==> config.mk <==
export PLATFORM = sky130hd
export DESIGN_NAME = belt_store
export DESIGN_NICKNAME = d
export VERILOG_FILES = /design/src/rtl/belt_store.sv
export SDC_FILE = /design/constraint.sdc
export NUM_CORES = 2
export LEC_CHECK = 0
export ABC_AREA = 1
export BUFFER_PORTS_ARGS = -buffer_cell sky130_fd_sc_hd__buf_4
export CAP_MARGIN = 20
export CORE_ASPECT_RATIO = 1.25
export CORE_MARGIN = 3
export CORE_UTILIZATION = 41
export DETAILED_ROUTE_END_ITERATION = 12
export PLACE_DENSITY = 0.52
export SLEW_MARGIN = 20
export SYNTH_ARGS = -nofsm -noshare
export SYNTH_HDL_FRONTEND = slang
export SYNTH_SLANG_ARGS = --single-unit
==> constraint.sdc <==
create_clock -name clk -period 6.9 [get_ports clk]
set_input_delay 0.345 -clock clk [delete_from_list [all_inputs] [get_ports clk]]
set_output_delay 0.345 -clock clk [all_outputs]
set_load 0.05 [all_outputs]
==> src/rtl/belt_store.sv <==
module belt_store #(
  parameter int LEN    = 8,
  parameter int DATA_W = 32,
  parameter int FRAMES = 4,
  parameter int READS  = 2,
  parameter int LANE_W = 3,
  localparam int POS_W   = $clog2(LEN),
  localparam int CNT_W   = $clog2(LEN + 1),
  localparam int FRAME_W = (FRAMES > 1) ? $clog2(FRAMES) : 1,
  localparam int META_W  = 3 + LANE_W,
  localparam int IDX_W   = FRAME_W + POS_W
) (
  input  logic                      clk,
  input  logic                      rst_n,
  input  logic                      stall_i,
  input  logic                      drop0_vld_i,
  input  logic [DATA_W-1:0]         drop0_data_i,
  input  logic                      drop0_nar_i,
  input  logic [1:0]                drop0_width_i,
  input  logic [LANE_W-1:0]         drop0_lanes_i,
  input  logic                      drop1_vld_i,
  input  logic [DATA_W-1:0]         drop1_data_i,
  input  logic                      drop1_nar_i,
  input  logic [1:0]                drop1_width_i,
  input  logic [LANE_W-1:0]         drop1_lanes_i,
  input  logic                      call_i,
  input  logic                      ret_i,
  input  logic [READS*POS_W-1:0]    rd_pos_i,
  output logic [READS*DATA_W-1:0]   rd_data_o,
  output logic [READS-1:0]          rd_nar_o,
  output logic [READS*2-1:0]        rd_width_o,
  output logic [READS*LANE_W-1:0]   rd_lanes_o,
  output logic [CNT_W-1:0]          fill_o,
  output logic [FRAME_W-1:0]        frame_o
);

  logic [DATA_W-1:0] mem_data [FRAMES*LEN];
  logic [META_W-1:0] mem_meta [FRAMES*LEN];
  logic [POS_W-1:0]  head_q [FRAMES];
  logic [CNT_W-1:0]  fill_q [FRAMES];
  logic [FRAME_W-1:0] frame_q;

  wire go = !stall_i;
  wire w0 = go & drop0_vld_i;
  wire w1 = go & drop1_vld_i;
  wire [1:0] n_drop = {1'b0, w0} + {1'b0, w1};

  wire [POS_W-1:0] hd    = head_q[frame_q];
  wire [POS_W-1:0] hd_p1 = hd + 1'b1;
  wire [IDX_W-1:0] idx_a = {frame_q, hd};
  wire [IDX_W-1:0] idx_b = {frame_q, hd_p1};

  wire [META_W-1:0] meta0 = {drop0_nar_i, drop0_width_i, drop0_lanes_i};
  wire [META_W-1:0] meta1 = {drop1_nar_i, drop1_width_i, drop1_lanes_i};
  wire [DATA_W-1:0] a_data = w1 ? drop1_data_i : drop0_data_i;
  wire [META_W-1:0] a_meta = w1 ? meta1 : meta0;

  wire [CNT_W:0]   fill_sum = {1'b0, fill_q[frame_q]} + (CNT_W+1)'(n_drop);
  wire [CNT_W-1:0] fill_nx  = (fill_sum > (CNT_W+1)'(LEN)) ? CNT_W'(LEN) : fill_sum[CNT_W-1:0];

  wire [FRAME_W-1:0] frame_up = frame_q + 1'b1;
  wire do_call = go & call_i & !ret_i & (frame_q != FRAME_W'(FRAMES - 1));
  wire do_ret  = go & ret_i & !call_i & (frame_q != '0);

  always_ff @(posedge clk) begin
    if (w0 | w1) begin
      mem_data[idx_a] <= a_data;
      mem_meta[idx_a] <= a_meta;
    end
    if (w0 & w1) begin
      mem_data[idx_b] <= drop0_data_i;
      mem_meta[idx_b] <= meta0;
    end
  end

  always_ff @(posedge clk) begin
    if (!rst_n) begin
      for (int f = 0; f < FRAMES; f++) begin
        head_q[f] <= '0;
        fill_q[f] <= '0;
      end
      frame_q <= '0;
    end else begin
      head_q[frame_q] <= hd + POS_W'(n_drop);
      fill_q[frame_q] <= fill_nx;
      if (do_call) begin
        frame_q <= frame_up;
        head_q[frame_up] <= '0;
        fill_q[frame_up] <= '0;
      end
      if (do_ret) frame_q <= frame_q - 1'b1;
    end
  end

  for (genvar r = 0; r < READS; r++) begin : g_rd
    wire [POS_W-1:0]  pos  = rd_pos_i[r*POS_W +: POS_W];
    wire              hit  = CNT_W'(pos) < fill_q[frame_q];
    wire [POS_W-1:0]  slot = hd - 1'b1 - pos;
    wire [IDX_W-1:0]  idx  = {frame_q, slot};
    wire [META_W-1:0] m    = mem_meta[idx];
    assign rd_data_o[r*DATA_W +: DATA_W] = hit ? mem_data[idx] : '0;
    assign rd_nar_o[r]                   = hit ? m[META_W-1] : 1'b1;
    assign rd_width_o[r*2 +: 2]          = hit ? m[LANE_W +: 2] : 2'b00;
    assign rd_lanes_o[r*LANE_W +: LANE_W] = hit ? m[LANE_W-1:0] : '0;
  end

  assign fill_o  = fill_q[frame_q];
  assign frame_o = frame_q;

endmodule

# Yosys cells after proc, flatten, opt, wreduce, memory -nomap -nowiden
# Memories as Yosys holds them, arrays and structs flattened. A register that Yosys moved wholly into a read port is not among the register bits.
# Cells that the tools add are included.
# classes
addsub	9
n_mul	0
n_div	0
magnitude_cmp	3
n_eq_ne	1
n_shift	0
mux	38
n_bitwise	10
n_reduce_logical	9
# op_table
cell	count
$mux 32	3
$mux 2	12
$mux 1	15
$mux 3	4
$mux 4	3
$and 1x1->1	9
$lt 3x4->1	2
$reduce_or 4->1	2
$mux 6	1
$reduce_or 3->1	2
$sub 3x3->3	2
$add 4x2->5	1
$gt 5x4->1 const B	1
$reduce_bool 2->1	2
$add 3x1->3 const B	1
$add 3x2->3	1
$logic_not 1->1	3
$sub 3x1->3 const B	1
$add 1x1->2	1
$add 2x1->2 const B	1
$ne 2x2->1 const B	1
$sub 2x1->2 const B	1
$or 1x1->1	1
# totals
ff_bits	2
latchBits	0
ramBits	1244
rom_bits	0
output_inout_bits	82
word_cells	75
memories	4
# mem_list
memory	depth	width	rd	rd_clocked_by_memory_dff	wr	line_no	text
mem_data	32	32	2	0	2	37	logic [DATA_W-1:0] mem_data [FRAMES*LEN];
mem_meta	32	6	2	0	2	38	logic [META_W-1:0] mem_meta [FRAMES*LEN];
fill_q	4	4	1	1	4	40	logic [CNT_W-1:0] fill_q [FRAMES];
head_q	4	3	1	1	4	39	logic [POS_W-1:0] head_q [FRAMES];

# Longest topological paths before layout
# logic_depth
word_depth	9
mapped_depth	20
mapped_depth_nobuf	16

# Worst setup path after synthesis
# OpenSTA, ideal clock, no wires.
# synth_timing
kind	reg2reg
from	reg frame_q[0], in the netlist frame_o[0]
to	mem mem_data[20][0], enable pin
setup_ns	0.486
t_arrival_ns	4.558
t_required_ns	6.414
path_slack_ns	1.856
path_stages_with_launch	9
n_path_buf	2
synth_period_minus_slack_ns	5.044
path_cell_list	dfxtp_1 clkinv_1 clkbuf_1 clkbuf_1 ha_1 inv_1 nor2_1 inv_1 o21ai_0
# synth_lines
element	line_no	text
start: declaration	41	logic [FRAME_W-1:0] frame_q;
start signal: assignment	87	frame_q <= frame_up;
start signal: assignment	91	if (do_ret) frame_q <= frame_q - 1'b1;
end: declaration	37	

==> impl_metrics.csv <==
group,metric,value,unit
cts,cts-root-buf,"clkbuf_16",
placement,place.gp.congestion,0.859,
timing,hold_violations,0,
routing,drt_iter0_markers,10000,
timing,fin_skew,0.0280,ns
routing,drtAntennaViolNets,0,
cts,cts_buffer_depth,3,
cts,clk_latency,0.82,ns
routing,firstDrtPassIters,7,
setup_path,setup.worst_path.class,"register to primary output",
routing,drc,0,
die,die_w,398,um
global_routing,grt_overflow,0,
die,io_pins,171,
final_layout,stdcell_count,12600,
cts,clk_pin_slew,0.06,ns
global_routing,grt_pass1_vias,71700,
setup_path,required,6.55,ns
synth,synth-async-reset-ratio,0,
die,core,191000,um^2
routing,wire_per_inst,28.1,um
synth,synth_cell_type_count,32,
global_routing,grt_max_degree,197,
timing,max_freq,0.150,GHz
synth,synth_edf_count,1216,
cts,clock_sinks,1248,
setup_path,r2r-start,"frame_o[0]$_SDFFE_PN0N_",
die,fp.dieArea,197000,um^2
timing,period_share,0.965,
timing,relSlewSlack,0.197,
final_layout,drive_above_1_share,0.0688,
routing,vias_per_cell,6.10,
setup_path,critPathArrivalTime,6.32,ns
synth,ys.warnings.count,0,
placement,portBuffers,170,
die,floorplan.initialDensity,0.413,
cts,h-tree-depth,4,
cts,cts_tree,"yes",
timing,setup_viol,0,
power_and_ir_drop,max-vdd-ir-drop,0.000380,V
synth,synthesis.nets,10600,
synth,syn-cell-area,78600,um^2
cts,ctsResizeCount,0,
job,maxCapViolCount,0,
synth,avgSynthCellArea,7.47,um^2
hold_path,hold_class,"input port to register",
global_routing,track_usage,0.350,
routing,route.vias.total,77100,
synth,ys_ff_latch,1248,
final_layout,nNetsFinal,10100,
routing,wirelength,355000,um
synth,yosys-top-cells-area,"edfxtp_1 46%, nand2_1 15%, o21ai_0 9.0%",
global_routing,grt_pass1_wl,505000,um
timing,worstMarginPinSlew,1.20,ns
cts,cts_buffers,142,
synth,synth_top_cell_area_share,0.464,
setup_path,path_max_fanout,102,
status,outcome,"complete, no violations",
synth,ys_seq_area_frac,0.473,
global_routing,antenna_found_initial,10,
final_layout,num-fill-cells,18700,
synth,yosys.area.top_type,"edfxtp_1",
timing,slew_violations,0,
placement,dpl.cell_count,12400,
timing,rsz0062_at_grt,"no",
timing,fin_crit,6.66,ns
power_and_ir_drop,p_leak,36.8,nW
synth,synth_cells,10500,
die,core.rowCount,179,
die,dieHeight,496,um
setup_path,worstSetupEndpointType,"primary output",
final_layout,areaGrowthSynthToFinish,9.97,%
setup_path,critPathLaunchType,"register",
placement,dp.final_hpwl,192000,um
timing,fin_tns_setup,0,ns
hold_path,worstHoldStart,"drop0_data_i[24]",
synth,ys.flop_type,"edfxtp_1",
power_and_ir_drop,powerDensity,384,nW/um^2
worst max-delay path, cell delays in order, from the launching register on:
cell and delay [ns]:
dfxtp_1 0.45, inv_2 0.26, nand2_1 0.08, a32oi_1 0.44, inv_1 0.14, ha_1 0.38
fa_4 0.90, inv_8 0.78, a21oi_1 0.09, a22o_1 0.25, inv_1 0.05, nand2_1 0.04
nand3_1 0.10, nand2_1 0.11, nand2_1 0.08, nand2_1 0.06, nor2_1 0.79, buf_4 0.35
through the flow:
stage | utilization | hold WS [ns] | power [mW] | setup slack, ns | area (um^2)
2_1_floorplan | - | 0.445 | 19.7 | 1.86 | 78600
3_3_place_gp | 0.429 | 0.458 | 25.3 | 1.31 | 81800
3_5_place_dp | 0.430 | 0.464 | 25.4 | 1.24 | 81900
4_1_cts | 0.453 | 0.0708 | 32.8 | 0.382 | 86300
5_1_grt | 0.454 | 0.0628 | 34.7 | 0.0999 | 86500
6_report | 0.454 | 0.0326 | 33.2 | 0.240 | 86500
worst paths after layout:
path,end,cells after the start,slack [ns]
min reg2reg,fill_q[0][3]$_SDFFE_PP0P_,2,0.47
max,rd_data_o[39],17,0.24
min,mem_data[10][24]$_DFFE_PP_,3,0.03
max reg2reg,mem_data[12][14]$_DFFE_PP_,7,1.80
layout make-up:
class / instances / area [um^2] / share of cell area
inverters: 795 / 3030 / 0.0350
clock buffers: 184 / 3940 / 0.0456
flip-flops and latches: 1248 / 37200 / 0.430
repair buffers: 386 / 3450 / 0.0399
multi-input cells: 7429 / 35300 / 0.408
well taps: 2534 / 3170 / 0.0367
clock inverters: 65 / 462 / 0.00534
diodes: 2 / 5.00 / 0.0000579
synth_stat cells (2+ instances only):
cell      count
nand3_2       5
clkbuf_1    779
nand4_1      13
nand3b_1     77
o21ai_0    1410
dfxtp_1      32
a22o_1      144
nor2_1      353
a22oi_1     146
o22ai_1      84
buf_2       188
buf_4         7
o211ai_1     10
nand2_1    3223
buf_1        85
xor2_1        3
fa_1          4
xnor2_1       2
clkinv_1      2
nand3_1     932
a21boi_0      2
a32oi_1       3
o21ai_1     153
a21oi_1     836
inv_2         7
edfxtp_1   1216
ha_1         22
inv_1       786
nand2_2       4
kinds of logic (layout without fill, tap and decap cells):
| group | Yosys count | after routing | synth area share |
|---|---|---|---|
| compound gates | 2788 | 2788 | 0.191 |
| simple gates | 4609 | 4609 | 0.240 |
| buf+inv | 1854 | 1430 | 0.0918 |
| fa+ha+maj | 26 | 26 | 0.00452 |
| other cells | 0 | 2 | 0 |
| flops | 1248 | 1248 | 0.473 |
| xor+xnor | 6 | 6 | 0.000764 |
repair_timing:
action	in CTS	in global routing
endpoints found under the hold margin	11	0
hold buffers	5	0
buffers inserted	0	0
report_power, final:
group	total, mW	leakage [nW]	internal, mW	switching (mW)
clock	7.52	2.15	4.23	3.29
combinational	17.1	23.4	4.93	12.2
sequential	8.59	11.3	8.53	0.0531
total	33.2	36.8	17.7	15.5
flip-flops by register name (all words and copies together), names as in the netlist, named ones only:
signal / count
fill_q: 16
frame_o: 2
head_q: 12
mem_data: 1024
mem_meta: 192
placed cells by master, fill, tap and decap left out, drive strengths merged, types with 13 or more instances in the layout:
cell type / instances
a22o: 144
dfxtp: 32
buf: 381
inv: 797
ha: 22
clkinv: 53
nor2: 353
o21ai: 1563
a21oi: 836
nand4: 13
a22oi: 146
clkbuf: 184
edfxtp: 1216
nand2: 3227
o22ai: 84
nand3b: 77
nand3: 937
per-layer routing:
| metal | up-vias | GRT usage | wire length [um] |
|---|---|---|---|
| met2 | 5003 | 0.563 | 160000 |
| met1 | 36500 | 0.443 | 134000 |
| met5 | - | 0 | 19 |
| met3 | 1151 | 0.0574 | 36800 |
| met4 | 2 | 0.208 | 24000 |
| li1 | 34400 | - | - |
No activity file was read; power rests on OpenSTA's default activity.
